<file path="config.mk">
export PLATFORM = sky130hd
export DESIGN_NAME = bist_sequencer
export DESIGN_NICKNAME = d
export VERILOG_FILES = /design/src/rtl/bist_seq_pkg.sv /design/src/rtl/bist_ram_chk.sv /design/src/rtl/bist_kat.sv /design/src/rtl/bist_adc_cap.sv /design/src/rtl/bist_sequencer.sv
export SDC_FILE = /design/constraint.sdc
export NUM_CORES = 1
export LEC_CHECK = 0
export ABC_CLOCK_PERIOD_IN_PS = 6960
export CAP_MARGIN = 20
export CORE_AREA = 3 3 215 217
export DETAILED_ROUTE_END_ITERATION = 10
export DIE_AREA = 0 0 218 220
export PLACE_DENSITY = 0.76
export SETUP_SLACK_MARGIN = 0.4
export SLEW_MARGIN = 20
export SYNTH_ARGS = -nofsm -noshare
export SYNTH_HDL_FRONTEND = slang
export SYNTH_SLANG_ARGS = --single-unit
</file>
<file path="constraint.sdc">
create_clock -name clk_i -period 6.96 [get_ports clk_i]
set_clock_uncertainty 0.05 [all_clocks]
set_input_delay 1.392 -clock clk_i [delete_from_list [all_inputs] [get_ports clk_i]]
set_output_delay 1.392 -clock clk_i [all_outputs]
set_load 0.01 [all_outputs]
</file>
<file path="src/rtl/bist_seq_pkg.sv">
package bist_seq_pkg;
  typedef enum logic [2:0] {
    ST_IDLE  = 3'd0,
    ST_RAM   = 3'd1,
    ST_FILT  = 3'd2,
    ST_XFRM  = 3'd3,
    ST_ARITH = 3'd4,
    ST_ADC   = 3'd5
  } stage_e;
  localparam int NUM_TESTS = 5;
  localparam logic [4:0] SUB_MISMATCH = 5'd1;
  localparam logic [4:0] SUB_TIMEOUT  = 5'd2;
endpackage

</file>
<file path="src/rtl/bist_ram_chk.sv">
module bist_ram_chk #(
  parameter int AW = 6,
  parameter int DW = 16
) (
  input  logic clk_i,
  input  logic rst_ni,
  input  logic go_i,
  output logic done_o,
  output logic pass_o
);
  localparam int DEPTH = 1 << AW;
  localparam logic [AW-1:0] LAST = AW'(DEPTH - 1);

  function automatic logic [DW-1:0] pat(input logic [AW-1:0] a);
    logic [DW-1:0] p;
    for (int i = 0; i < DW; i++) p[i] = a[i % AW] ^ i[0];
    return p;
  endfunction

  logic [DW-1:0] mem [DEPTH];
  logic [AW-1:0] addr_q;
  logic wr_q, rd_q, ok_q;

  always_ff @(posedge clk_i) begin
    if (wr_q) mem[addr_q] <= pat(addr_q);
  end

  always_ff @(posedge clk_i or negedge rst_ni) begin
    if (!rst_ni) begin
      addr_q <= '0;
      wr_q   <= 1'b0;
      rd_q   <= 1'b0;
      ok_q   <= 1'b0;
      done_o <= 1'b0;
    end else begin
      done_o <= 1'b0;
      if (go_i) begin
        wr_q   <= 1'b1;
        addr_q <= '0;
        ok_q   <= 1'b1;
      end else if (wr_q) begin
        if (addr_q == LAST) begin
          wr_q <= 1'b0;
          rd_q <= 1'b1;
        end
        addr_q <= addr_q + 1'b1;
      end else if (rd_q) begin
        if (mem[addr_q] != pat(addr_q)) ok_q <= 1'b0;
        if (addr_q == LAST) begin
          rd_q   <= 1'b0;
          done_o <= 1'b1;
        end
        addr_q <= addr_q + 1'b1;
      end
    end
  end

  assign pass_o = ok_q;
endmodule

</file>
<file path="src/rtl/bist_kat.sv">
module bist_kat #(
  parameter int KIND  = 0,
  parameter int DW    = 16,
  parameter int STEPS = 8
) (
  input  logic clk_i,
  input  logic rst_ni,
  input  logic go_i,
  output logic done_o,
  output logic pass_o
);
  localparam int SW = $clog2(STEPS + 1);
  localparam logic [DW-1:0] A0 = DW'(100);
  localparam logic [DW-1:0] B0 = DW'(30);

  function automatic logic [DW-1:0] golden(input int kind);
    logic [DW-1:0] acc, a, b, t, h0, h1, h2, h3;
    acc = '0; a = A0; b = B0; h0 = '0; h1 = '0; h2 = '0; h3 = '0;
    for (int k = 0; k < STEPS; k++) begin
      if (kind == 0) begin
        acc = acc + DW'(k + 1);
        h3 = h2; h2 = h1; h1 = h0; h0 = acc;
      end else if (kind == 1) begin
        t = a + b; b = a - b; a = t;
      end else begin
        acc = acc + DW'(k * (k + 3));
      end
    end
    if (kind == 0) return h0 - h3;
    if (kind == 1) return a ^ b;
    return acc;
  endfunction

  localparam logic [DW-1:0] GOLD = golden(KIND);

  logic run_q, chk_q, ok_q;
  logic [SW-1:0] step_q;
  logic [DW-1:0] k_dw, res;
  assign k_dw = DW'(step_q);

  always_ff @(posedge clk_i or negedge rst_ni) begin
    if (!rst_ni) begin
      run_q <= 1'b0; chk_q <= 1'b0; step_q <= '0; done_o <= 1'b0; ok_q <= 1'b0;
    end else begin
      done_o <= 1'b0;
      chk_q  <= 1'b0;
      if (go_i) begin
        run_q <= 1'b1; step_q <= '0;
      end else if (run_q) begin
        step_q <= step_q + 1'b1;
        if (step_q == SW'(STEPS - 1)) begin
          run_q <= 1'b0; chk_q <= 1'b1;
        end
      end
      if (chk_q) begin
        done_o <= 1'b1;
        ok_q   <= (res == GOLD);
      end
    end
  end

  assign pass_o = ok_q;

  if (KIND == 0) begin : g_intcomb
    logic [DW-1:0] acc_q, h0_q, h1_q, h2_q, h3_q, acc_n;
    assign acc_n = acc_q + k_dw + DW'(1);
    always_ff @(posedge clk_i or negedge rst_ni) begin
      if (!rst_ni) begin
        acc_q <= '0; h0_q <= '0; h1_q <= '0; h2_q <= '0; h3_q <= '0;
      end else if (go_i) begin
        acc_q <= '0; h0_q <= '0; h1_q <= '0; h2_q <= '0; h3_q <= '0;
      end else if (run_q) begin
        acc_q <= acc_n;
        h0_q <= acc_n; h1_q <= h0_q; h2_q <= h1_q; h3_q <= h2_q;
      end
    end
    assign res = h0_q - h3_q;  // comb stage, delay of three
  end else if (KIND == 1) begin : g_bfly
    logic [DW-1:0] a_q, b_q;
    always_ff @(posedge clk_i or negedge rst_ni) begin
      if (!rst_ni) begin
        a_q <= '0; b_q <= '0;
      end else if (go_i) begin
        a_q <= A0; b_q <= B0;
      end else if (run_q) begin
        a_q <= a_q + b_q; b_q <= a_q - b_q;
      end
    end
    assign res = a_q ^ b_q;
  end else begin : g_mac
    logic [DW-1:0] acc_q;
    always_ff @(posedge clk_i or negedge rst_ni) begin
      if (!rst_ni) acc_q <= '0;
      else if (go_i) acc_q <= '0;
      else if (run_q) acc_q <= acc_q + k_dw * (k_dw + DW'(3));
    end
    assign res = acc_q;
  end
endmodule

</file>
<file path="src/rtl/bist_adc_cap.sv">
module bist_adc_cap #(
  parameter int DW    = 16,
  parameter int CAP_N = 256,
  parameter int TMO   = 4096
) (
  input  logic          clk_i,
  input  logic          rst_ni,
  input  logic          go_i,
  input  logic [DW-1:0] adc_data_i,
  input  logic          adc_valid_i,
  output logic          active_o,
  output logic [DW-1:0] cap_data_o,
  output logic          cap_valid_o,
  output logic          done_o,
  output logic          pass_o
);
  localparam int CW = $clog2(CAP_N + 1);
  localparam int TW = $clog2(TMO + 1);

  logic [CW-1:0] cnt_q;
  logic [TW-1:0] tmr_q;

  assign cap_valid_o = active_o & adc_valid_i;
  assign cap_data_o  = adc_data_i;

  always_ff @(posedge clk_i or negedge rst_ni) begin
    if (!rst_ni) begin
      active_o <= 1'b0; cnt_q <= '0; tmr_q <= '0; done_o <= 1'b0; pass_o <= 1'b0;
    end else begin
      done_o <= 1'b0;
      if (go_i) begin
        active_o <= 1'b1; cnt_q <= '0; tmr_q <= '0;
      end else if (active_o) begin
        tmr_q <= tmr_q + 1'b1;
        if (cap_valid_o) cnt_q <= cnt_q + 1'b1;
        if (cap_valid_o && cnt_q == CW'(CAP_N - 1)) begin
          active_o <= 1'b0; done_o <= 1'b1; pass_o <= 1'b1;
        end else if (tmr_q == TW'(TMO - 1)) begin
          active_o <= 1'b0; done_o <= 1'b1; pass_o <= 1'b0;
        end
      end
    end
  end
endmodule

</file>
<file path="src/rtl/bist_sequencer.sv">
module bist_sequencer
  import bist_seq_pkg::*;
#(
  parameter int RAM_AW    = 6,
  parameter int KAT_STEPS = 8,
  parameter int ADC_W     = 16,
  parameter int CAP_N     = 256,
  parameter int ADC_TMO   = 4096
) (
  input  logic             clk_i,
  input  logic             rst_ni,
  input  logic             trigger_i,
  output logic             busy_o,
  output logic             result_valid_o,
  output logic [4:0]       result_flags_o,
  output logic [7:0]       result_detail_o,
  input  logic [ADC_W-1:0] adc_data_i,
  input  logic             adc_valid_i,
  output logic             capture_active_o,
  output logic [ADC_W-1:0] capture_data_o,
  output logic             capture_valid_o
);
  stage_e stage_q;
  logic go_q, rv_q, fail_seen_q;
  logic [NUM_TESTS-1:0] sel, go_vec, done_vec, pass_vec, flags_q;
  logic [7:0] detail_q;
  logic cur_done, cur_pass;
  logic [2:0] idx;

  always_comb begin
    for (int i = 0; i < NUM_TESTS; i++) sel[i] = (3'(stage_q) == 3'(i + 1));
  end
  assign go_vec   = sel & {NUM_TESTS{go_q}};
  assign cur_done = |(done_vec & sel);
  assign cur_pass = |(pass_vec & sel);
  assign idx      = 3'(stage_q) - 3'd1;

  bist_ram_chk #(.AW(RAM_AW), .DW(ADC_W)) i_ram (
    .clk_i, .rst_ni, .go_i(go_vec[0]), .done_o(done_vec[0]), .pass_o(pass_vec[0])
  );

  for (genvar g = 0; g < 3; g++) begin : g_kat
    bist_kat #(.KIND(g), .DW(ADC_W), .STEPS(KAT_STEPS)) i_kat (
      .clk_i, .rst_ni, .go_i(go_vec[g+1]), .done_o(done_vec[g+1]), .pass_o(pass_vec[g+1])
    );
  end

  bist_adc_cap #(.DW(ADC_W), .CAP_N(CAP_N), .TMO(ADC_TMO)) i_adc (
    .clk_i, .rst_ni, .go_i(go_vec[4]),
    .adc_data_i, .adc_valid_i,
    .active_o(capture_active_o), .cap_data_o(capture_data_o), .cap_valid_o(capture_valid_o),
    .done_o(done_vec[4]), .pass_o(pass_vec[4])
  );

  always_ff @(posedge clk_i or negedge rst_ni) begin
    if (!rst_ni) begin
      stage_q <= ST_IDLE; go_q <= 1'b0; rv_q <= 1'b0; fail_seen_q <= 1'b0;
      flags_q <= '0; detail_q <= '0;
    end else begin
      go_q <= 1'b0;
      if (stage_q == ST_IDLE) begin
        if (trigger_i) begin
          stage_q <= ST_RAM; go_q <= 1'b1; rv_q <= 1'b0;
          fail_seen_q <= 1'b0; flags_q <= '0; detail_q <= '0;
        end
      end else if (cur_done) begin
        if (cur_pass) flags_q <= flags_q | sel;
        else if (!fail_seen_q) begin
          fail_seen_q <= 1'b1;
          detail_q <= {idx, (stage_q == ST_ADC) ? SUB_TIMEOUT : SUB_MISMATCH};
        end
        if (stage_q == ST_ADC) begin
          stage_q <= ST_IDLE; rv_q <= 1'b1;
        end else begin
          stage_q <= stage_e'(3'(stage_q) + 3'd1); go_q <= 1'b1;
        end
      end
    end
  end

  assign busy_o          = (stage_q != ST_IDLE);
  assign result_valid_o  = rv_q;
  assign result_flags_o  = flags_q;
  assign result_detail_o = detail_q;
endmodule

</file>
# --- Word-level counts from Yosys, hierarchy flattened ---
# Memories as Yosys holds them, arrays and structs flattened.
# Index checks and enable logic that the tools add are counted.
word_totals:
  register_bits: 190
  mem_bits_rw: 1024
  input_bits: 20
  output_inout_bits: 33
  elab_cells: 212
  memories: 1
memory_table:
  columns: ["name", "words", "word_bits", "rd", "rd_clocked_by_memory_dff", "wr", "line", "rtl"]
  rows:
  - ["i_ram.mem", 64, 16, 1, 0, 1, "bist_ram_chk.sv:20", "logic [DW-1:0] mem [DEPTH];"]
op_classes:
  add_sub_neg: 15
  mul: 1
  n_eq_ne: 20
  muxes: 100
  n_bitwise: 11
  n_reduce_logical: 26
op_table:
  columns: ["cell", "count"]
  rows:
  - ["$mux W16", 14]
  - ["$mux W1", 58]
  - ["$mux W8", 5]
  - ["$add A16 B16 Y16", 2]
  - ["$sub A16 B16 Y16", 2]
  - ["$mux W9", 3]
  - ["$mux W13", 2]
  - ["$mux W4", 6]
  - ["$reduce_bool A2 Y1", 11]
  - ["$mux W5", 4]
  - ["$mux W6", 3]
  - ["$add A16 B1 Y16 const B", 1]
  - ["$add A16 B4 Y16", 1]
  - ["$eq A16 B11 Y1 const B", 1]
  - ["$eq A16 B5 Y1 const B", 1]
  - ["$eq A16 B8 Y1 const B", 1]
  - ["$mul A4 B16 Y16", 1]
  - ["$ne A16 B16 Y1", 1]
  - ["$xor A16 B16 Y16", 1]
  - ["$and A5 B5 Y5", 3]
  - ["$reduce_and A3 Y1", 5]
  - ["$add A13 B1 Y13 const B", 1]
  - ["$eq A13 B12 Y1 const B", 1]
  - ["$add A4 B1 Y4 const B", 3]
  - ["other kinds (24)", 42]

# --- Logic depth before layout (Yosys ltp) ---
# Gate-level depths: netlist of the first run.
logic_depth:
  word_depth: 6
  ltp_mapped: 18
  depth_no_buf: 18

# --- Cells and area by module ---
# A second synthesis of the first run with hierarchy kept.
unflattened:
  hier_cells: 2242
  area_unflattened_um2: 27488.9
by_module_without_submodules:
  columns: ["module", "instances", "cells_per_inst", "area_each_um2", "seq_area_each_um2"]
  rows:
  - ["bist_ram_chk", 1, 986, 15870.2, 11781.3]
  - ["bist_kat (g_kat[0].i_kat)", 1, 412, 4031.4, 1801.7]
  - ["bist_kat (g_kat[1].i_kat)", 1, 378, 3203.1, 975.9]
  - ["bist_kat (g_kat[2].i_kat)", 1, 209, 1929.4, 575.6]
  - ["bist_adc_cap", 1, 142, 1370.1, 625.6]
  - ["bist_sequencer", 1, 115, 1084.8, 400.4]

# --- Worst setup path after synthesis of the first run ---
# No wires, ideal clock.
synth_timing:
  path_type: "flip-flop to flip-flop"
  startpoint: "register g_kat[2].i_kat.step_q[0]"
  endpoint: "register g_kat[2].i_kat.g_mac.acc_q[10]"
  setup_ps: 134
  t_arrival_ps: 4072
  required_time_ps: 6776
  slack_ps: 2704
  stages_incl_launch_ff: 17
  path_buffers: 0
  synth_period_minus_slack_ps: 4256
  path_cell_list: "dfrtp_1 -> inv_1 -> ha_1 -> nand2b_1 -> fa_1 -> fa_1 -> fa_1 -> inv_1 -> fa_1 -> a21o_1 -> a21oi_1 -> o21bai_1 -> a21oi_1 -> o21bai_1 -> a21oi_1 -> or3_1 -> a21oi_1"
synth_between:
  elab_chain_cells: 5
synth_lines:
  columns: ["item", "line", "rtl"]
  rows:
  - ["from (decl)", "bist_kat.sv:37", "logic [SW-1:0] step_q;"]
  - ["from (signal assigned)", "bist_kat.sv:50", "step_q <= step_q + 1'b1;"]
  - ["$add A4 B2 Y5", "bist_kat.sv:95", "else if (run_q) acc_q <= acc_q + k_dw * (k_dw + DW'(3));"]
  - ["$mul A4 B16 Y16 (*)", "bist_kat.sv:95", null]
  - ["$add A16 B16 Y16 (*)", "bist_kat.sv:95", null]
  - ["$mux W16 (*)", "bist_kat.sv:95", null]
  - ["$mux W16 (*)", "bist_kat.sv:94", "else if (go_i) acc_q <= '0;"]
  - ["to (signal assigned)", "bist_kat.sv:95", null]
  - ["to (decl)", "bist_kat.sv:91", "logic [DW-1:0] acc_q;"]
# Every way passes the cells marked *; elsewhere a longest branch is shown, timed or not. The select of a mux whose other input is x is not followed.
# A chain may end at the register's enable or synchronous reset.

# --- Worst setup path after layout of the first run ---
# Same ends and word-level chain as after synthesis.

==> impl_results.md, run 1 <==
* Instance count of the mapped netlist at 2126
* Crit path DAT at 5110 ps
* Count of instances resized after the clock tree is built at 0
* Num CTS Buffers at 57
* Number of distinct library cell variants in the gate-level netlist after synthesis at 86
* Count of cells along the worst hold path at 0
* Total placed cells including tap cells at 2631
* Standard cell area after detailed placement at 27000 um2
* Antenna violations before repair at 0
* Fraction of post-synthesis cell area in the top cell type by area at 43.5%
* Initial core utilization at between 50% and 60%
* Largest net degree at the start of global routing at 107
* Die footprint at ~48000 um2
* Hold_ws at 373 ps
* FF+latch count, synth at 570
* Number of buffers added for setup after CTS at 0
* Netlist Area Pre-Place at 26500 um2
* Core area at ~44000 um2
* Post-synthesis sequential area ratio at slightly above 60%
* Critical path capture point type: flop
* Routed vias/inst at 6.38
* Number of violations reported at the end of detailed-routing iteration 0 at just under 2000
* Largest area contributor in the netlist: sky130_fd_sc_hd__edfxtp_1
* Maximum resistive drop on vdd at 0.260 mV
* Num Clock Sinks at 570
* Total wire length at 62.6 mm
* Start point of the worst min-delay path: g_kat[1].i_kat.chk_q$_DFF_PN0_
* First-pass iteration count of the detailed router at 8
* Post-DR wirelength/cell at 22.9 um
* Layout-stage area growth over the synthesis result at 8.70%
* Startpoint types: flop
* Commonest cells after routing, fill and taps aside: sky130_fd_sc_hd__edfxtp_1 (384), sky130_fd_sc_hd__nor2_1 (255), sky130_fd_sc_hd__dfrtp_1 (181), sky130_fd_sc_hd__nand2_1 (113), sky130_fd_sc_hd__a21oi_1 (103)
* Post-synth top flop: sky130_fd_sc_hd__edfxtp_1
* Power Total at ~9.9 mW
* Share of the cycle needed by the critical path after routing at between 60 and 70%
* Unrepaired setup endpoints after global routing: false
* GPL Wtd Cong at 0.908
* Port buffer count at 17
* Normalized max-slew margin at 24.6%
* Hold path endpoint: g_kat[1].i_kat.done_o$_DFF_PN0_
* Vias in the first global route at between 15000 and 20000
* Worst setup slack after layout at 2250 ps
* Number of buffers inserted for hold repair after clock tree synthesis at 0
* Time the final worst path needs with I/O delays and setup at 4710 ps
* I/O Pins at between 50 and 60
* DRT antenna net count at 0
* Data required, critical path at 7350 ps
* Vias post-DR at approximately 17000
* Total power density per cell area at 344 nW/um2
* Slew Limit Fails at 0
* Outcome: completed
* Non-Filler Cell Area, Final at between 20000 and 30000 um2
* Worst slack, placed at 2260 ps
* DIE WIDTH at around 220 um
* Clock input transition at the sequential cells of the worst setup and hold paths at 60 ps
* Final net count at between 2000 and 2500
* Utilization of the core after routing at 65.0%
* Total Neg Setup Slack at 0 ps
* Final routed DRC violation total at 0
* Startpoint of the worst register-to-register path: g_kat[2].i_kat.step_q[0]$_DFFE_PN0N_
* Asr flop ratio synth at 32.6%
* Clock root buffer master: sky130_fd_sc_hd__clkbuf_16
* Area contributors post-synth: sky130_fd_sc_hd__edfxtp_1 (44%), sky130_fd_sc_hd__dfrtp_1 (18%), sky130_fd_sc_hd__ha_1 (3.9%), sky130_fd_sc_hd__nor2_1 (3.6%), sky130_fd_sc_hd__mux2i_1 (3.4%)
* Final Hold Violating Endpoints at 0
* Slew @ Worst Pin at ~1100 ps
* Detailed placement HPWL at approximately 39 mm
* FP Rows at 77
* Clock tree from TritonCTS: built
* Clock insertion delay at the later pin of the skew report at 610 ps
* R2R cell count at 16
* FF-to-FF End: g_kat[2].i_kat.g_mac.acc_q[10]$_DFFE_PN0N_
* Max Buffers Root-to-Sink at 3
* Global routing usage summed across all routing layers at 26.4%
* Final setup violation count at 0
* Synth Area per Inst at 12.5 um2
* Worst min-delay path class: reg2reg
* Number of enable-type register cells in the synthesized netlist at 384
* Register-to-register path setup slack at between 2000 and 2500 ps
* Max-cap violations at 0
* Diode insertion count for antenna repair at 0
* Leading cell type in the layout, fill and taps excluded: sky130_fd_sc_hd__edfxtp_1
* Global-route wire length before repair at 98.9 mm
* Path type of the worst setup path: reg2reg
* Yosys warning total at 0
* GR Overflow Total at 0
* Peak fanout along the critical path at 8
* Fraction of final layout cells sized beyond drive strength 1 at 8.12%
* Maximum clock frequency at 212 MHz
* Leakage power at ~11 nW
* Final non-filler cell total at 2736
* Die Y-Extent at ~220 um
* # H-tree levels at 2
[metal layers]
metal / global-route usage (%) / wire (um) / vias to the layer above
li1: - / - / 7796
met1: 36.5 / 25400 / 8579
met2: 42.1 / 29100 / 915
met3: 5.93 / 6120 / 172
met4: 8.65 / 2010 / 0
met5: 0 / 0 / -
[critical path: stages (launching register included)]
cell,delay (ps)
sky130_fd_sc_hd__dfrtp_1,480
sky130_fd_sc_hd__inv_1,160
sky130_fd_sc_hd__ha_1,350
sky130_fd_sc_hd__nand2b_1,190
sky130_fd_sc_hd__fa_1,540
sky130_fd_sc_hd__fa_1,430
sky130_fd_sc_hd__fa_1,500
sky130_fd_sc_hd__inv_1,60
sky130_fd_sc_hd__fa_1,420
sky130_fd_sc_hd__a21o_1,180
sky130_fd_sc_hd__a21oi_1,210
sky130_fd_sc_hd__o21bai_1,90
sky130_fd_sc_hd__a21oi_1,220
sky130_fd_sc_hd__o21bai_1,90
sky130_fd_sc_hd__a21oi_1,350
sky130_fd_sc_hd__or3_1,170
sky130_fd_sc_hd__a21oi_1,70
[flip-flops by register name, summed over array words and instances, names as in the netlist, 9 cells and up]
signal	count
i_adc.tmr_q	13
g_kat.i_kat.g_mac.acc_q	15
g_kat.i_kat.g_intcomb.acc_q	16
g_kat.i_kat.g_bfly.b_q	16
g_kat.i_kat.step_q	12
i_ram.mem	384
g_kat.i_kat.g_intcomb.h2_q	16
g_kat.i_kat.g_intcomb.h3_q	16
i_adc.cnt_q	9
g_kat.i_kat.g_bfly.a_q	16
g_kat.i_kat.g_intcomb.h1_q	16
[logic make-up (layout without fill, tap and decap cells)]
kind of cell             after synthesis  count (layout)  synth area share, %
adder cells (fa/ha/maj)               97              97                 5.00
AO/OA/AOI/OAI                        443             443                 11.6
multiplexers                         130             130                 5.73
other                                  1               3               0.0141
buffers and inverters                239             255                 4.17
XOR/XNOR                              66              66                 2.18
AND/OR/NAND/NOR                      580             580                 10.2
flip-flops                           570             570                 61.1
[synth_stat cells (all sizes together) (19+ instances only)]
library cell  count
nand3            30
xor2             27
nor2b            19
nor2            257
a221oi           56
buf              70
mux2             27
inv             105
edfxtp          384
mux2i            89
clkbuf           61
nand2           113
dfrtp           186
nor3             39
xnor2            39
ha               82
o21ai            80
a211oi           21
nand2b           20
a22oi            44
a21oi           103
[final cells by class]
type | count | area [um2]
Clock buffer | 78 | 1560
Inverter | 108 | 405
Sequential cell | 570 | 16200
Fill cell | 3189 | 15500
Clock inverter | 27 | 299
Timing Repair Buffer | 42 | 378
Tap cell | 592 | 741
Multi-Input combinational cell | 1319 | 9240
[power breakdown]
part           leakage (nW)  switching (mW)  total (mW)  internal (mW)
registers              6.00           0.232        4.36           4.13
logic                  4.00            1.76        2.50          0.746
clock network         0.901            1.27        3.06           1.78
[worst max-delay path by stage]
stage | depth (start not counted) | slack (ps) | to | start
floorplan | 16 | 2700 | g_kat[2].i_kat.g_mac.acc_q[10]$_DFFE_PN0N_ | g_kat[2].i_kat.step_q[0]$_DFFE_PN0N_
global placement | 16 | 2450 | g_kat[2].i_kat.g_mac.acc_q[10]$_DFFE_PN0N_ | g_kat[2].i_kat.step_q[0]$_DFFE_PN0N_
detailed placement | 16 | 2260 | g_kat[2].i_kat.g_mac.acc_q[10]$_DFFE_PN0N_ | g_kat[2].i_kat.step_q[0]$_DFFE_PN0N_
CTS | 16 | 2260 | g_kat[2].i_kat.g_mac.acc_q[10]$_DFFE_PN0N_ | g_kat[2].i_kat.step_q[0]$_DFFE_PN0N_
global route | 16 | 1990 | g_kat[2].i_kat.g_mac.acc_q[10]$_DFFE_PN0N_ | g_kat[2].i_kat.step_q[0]$_DFFE_PN0N_
finish | 16 | 2250 | g_kat[2].i_kat.g_mac.acc_q[10]$_DFFE_PN0N_ | g_kat[2].i_kat.step_q[0]$_DFFE_PN0N_
Note: power is estimated with default switching activity, not from simulation.
==> run 2: changes to the inputs <==
- ABC_CLOCK_PERIOD_IN_PS: 6960 -> 4400
- clock period: 6.96 -> 4.4 ns (I/O delays scaled with it)
==> impl_results.md, run 2 (synthesis results as in run 1) <==
* Crit path max-delay cell type: sky130_fd_sc_hd__fa_1
* Final routed DRC violation total at 0
* Psw at 5.25 mW
* Fraction of final layout cells sized beyond drive strength 1 at 11.1%
* Combinational cell fraction of total power at between 20 and 30%
* Clock share of power at 29.4%
* Total power density per cell area at 534 nW/um2
* Leading cell type in the layout, fill and taps excluded: sky130_fd_sc_hd__edfxtp_1
* Clock insertion delay at the later pin of the skew report at approximately 620 ps
* Data required, critical path at 4870 ps
* Max-cap violations at 0
* Final net count at 2260
* Final setup violation count at 0
* Number of flip-flops in the largest register at 384
* Worst min-delay path class: in2async
* First-pass iteration count of the detailed router at 6
* Peak fanout along the critical path at 5
* DIE WIDTH at about 220 um
* Routed vias/inst at approximately 6.4
* Filler instances at 3164
* DRT antenna net count at 0
* Die footprint at 48000 um2
* Commonest cells after routing, fill and taps aside: sky130_fd_sc_hd__edfxtp_1 (384), sky130_fd_sc_hd__nor2_1 (254), sky130_fd_sc_hd__dfrtp_1 (179), sky130_fd_sc_hd__nand2_1 (113), sky130_fd_sc_hd__inv_1 (98)
* Final Hold Violating Endpoints at 0
* Hold_ws at 323 ps
* Detailed placement HPWL at 39.4 mm
* Die Y-Extent at 220 um
* Worst path buffer plus inverter count at 3
* Normalized max-slew margin at 23.3%
* P_int at 10.4 mW
* Clock root buffer master: sky130_fd_sc_hd__clkbuf_16
* Num Clock Sinks at 570
* Total wire length at 62.8 mm
* Critical path capture point type: flop
* Startpoint types: flop
* Multi-input gate area at 9350 um2
* Core area at 44300 um2
* Time the final worst path needs with I/O delays and setup at about 4100 ps
* Global-route wire length before repair at 98.6 mm
* Reg with most FFs: i_ram.mem
* Vias post-DR at around 18000
* Vias in the first global route at roughly 17000
* Global routing usage summed across all routing layers at 26.5%
* GPL Wtd Cong at ~0.93
* Share of the cycle needed by the critical path after routing at 93.3%
* Switching part of the total power at about a third
* Top cell family by delay on the critical path: adder cells
* Diode insertion count for antenna repair at 0
* Maximum clock frequency at between 200 and 250 MHz
* Worst-path cell chain: inv_4 -> ha_4 -> nand2b_4 -> fa_1 -> fa_1 -> fa_1 -> inv_2 -> fa_2 -> a21o_1 -> a21oi_2 -> o21bai_1 -> a21oi_2 -> o21bai_1 -> a21oi_2 -> buf_4 -> o211ai_1 -> o31ai_1
* Leakage power at roughly 11 nW
* Unrepaired setup endpoints after global routing: true
* Slew Limit Fails at 0
* Clock input transition at the sequential cells of the worst setup and hold paths at ~60 ps
* Slew @ Worst Pin at ~1100 ps
* Path type of the worst setup path: reg2reg
* Area used by sequential logic in the layout at 16200 um2
* GR Overflow Total at 0
* I/O Pins at 53
* Port buffer count at 17
* Share of total power in sequential cells at 43.7%
* Delay of the slowest cell on the worst path at 530 ps
* Clock tree from TritonCTS: built
* Total Neg Setup Slack at 0 ps
* Maximum resistive drop on vdd at just over 0.4 mV
* Antenna violations before repair at 0
* Number of buffers inserted for hold repair after clock tree synthesis at 0
* FP Rows at between 70 and 80
* Largest net degree at the start of global routing at 103
* # H-tree levels at 2
* Crit path DAT at 4570 ps
* Max Buffers Root-to-Sink at 3
* Num CTS Buffers at 56
* Number of violations reported at the end of detailed-routing iteration 0 at 2038
* Post-DR wirelength/cell at 22.6 um
* Layout-stage area growth over the synthesis result at 10.2%
* Outcome: completed
* Initial core utilization at between 50% and 60%
==> run 2: metrics by stage <==
step	power, mW	utilization [%]	std cells	cell area, um2	setup WS, ps
finish	15.6	65.9	2780	29200	295
global route	16.1	65.9	2780	29200	133
detailed placement	11.0	61.5	2659	27300	121
floorplan	9.40	-	2128	26600	408
CTS	15.5	65.8	2777	29200	261
global placement	10.9	61.5	2659	27300	219
==> run 2: final cells by class <==
type / instances / area share (%)
inverter: 108 / 1.40
clock inverter: 34 / 0.887
multi-input combinational: 1319 / 32.0
clock buffer: 69 / 5.07
timing repair buffer: 88 / 2.63
tap: 592 / 2.54
sequential: 570 / 55.5
==> run 2: per-layer routing <==
| metal | wire (um) | global-route usage, % | up-vias | part of all wire (%) |
|---|---|---|---|---|
| met3 | 6010 | 6.14 | 161 | 9.6 |
| li1 | - | - | 7879 | - |
| met4 | 2250 | 9.09 | 0 | 3.6 |
| met1 | 25300 | 36.2 | 8899 | 40 |
| met2 | 29200 | 42.3 | 901 | 47 |
| met5 | 0 | 0 | - | 0 |
==> run 2: path summary, 6_finish.rpt <==
path | from | to | slack (ps) | cells after the start
setup / recovery | g_kat[2].i_kat.step_q[0]$_DFFE_PN0N_ | g_kat[2].i_kat.g_mac.acc_q[14]$_DFFE_PN0N_ | 300 | 17
hold / removal | rst_ni | g_kat[1].i_kat.g_bfly.a_q[8]$_DFFE_PN0P_ | 320 | 1
setup reg to reg | g_kat[2].i_kat.step_q[0]$_DFFE_PN0N_ | g_kat[2].i_kat.g_mac.acc_q[14]$_DFFE_PN0N_ | 300 | 17
hold reg to reg | g_kat[1].i_kat.chk_q$_DFF_PN0_ | g_kat[1].i_kat.done_o$_DFF_PN0_ | 390 | 0
max in group asynchronous | rst_ni | g_kat[0].i_kat.run_q$_DFF_PN0_ | 3090 | 2
min in group clk_i | g_kat[1].i_kat.chk_q$_DFF_PN0_ | g_kat[1].i_kat.done_o$_DFF_PN0_ | 390 | 0
==> run 2: timing repair <==
item / 4_1_cts / 5_1_grt
gates resized for setup: 9 / 5
buffers inserted: 15 / 3
endpoints found under the hold margin: 0 / 0
setup endpoints to repair: 9 / 10
pin swaps: 27 / 14
==> run 2: power by group through the flow <==
stage / combinational, mW / sequential, mW / clock, mW
after global placement: 3.97 / 6.90 / 0
after floorplan: 2.54 / 6.86 / 0
after global routing: 4.38 / 6.84 / 4.88
after detailed placement: 4.05 / 6.92 / 0
after CTS: 4.09 / 6.81 / 4.63
final: 4.20 / 6.82 / 4.59
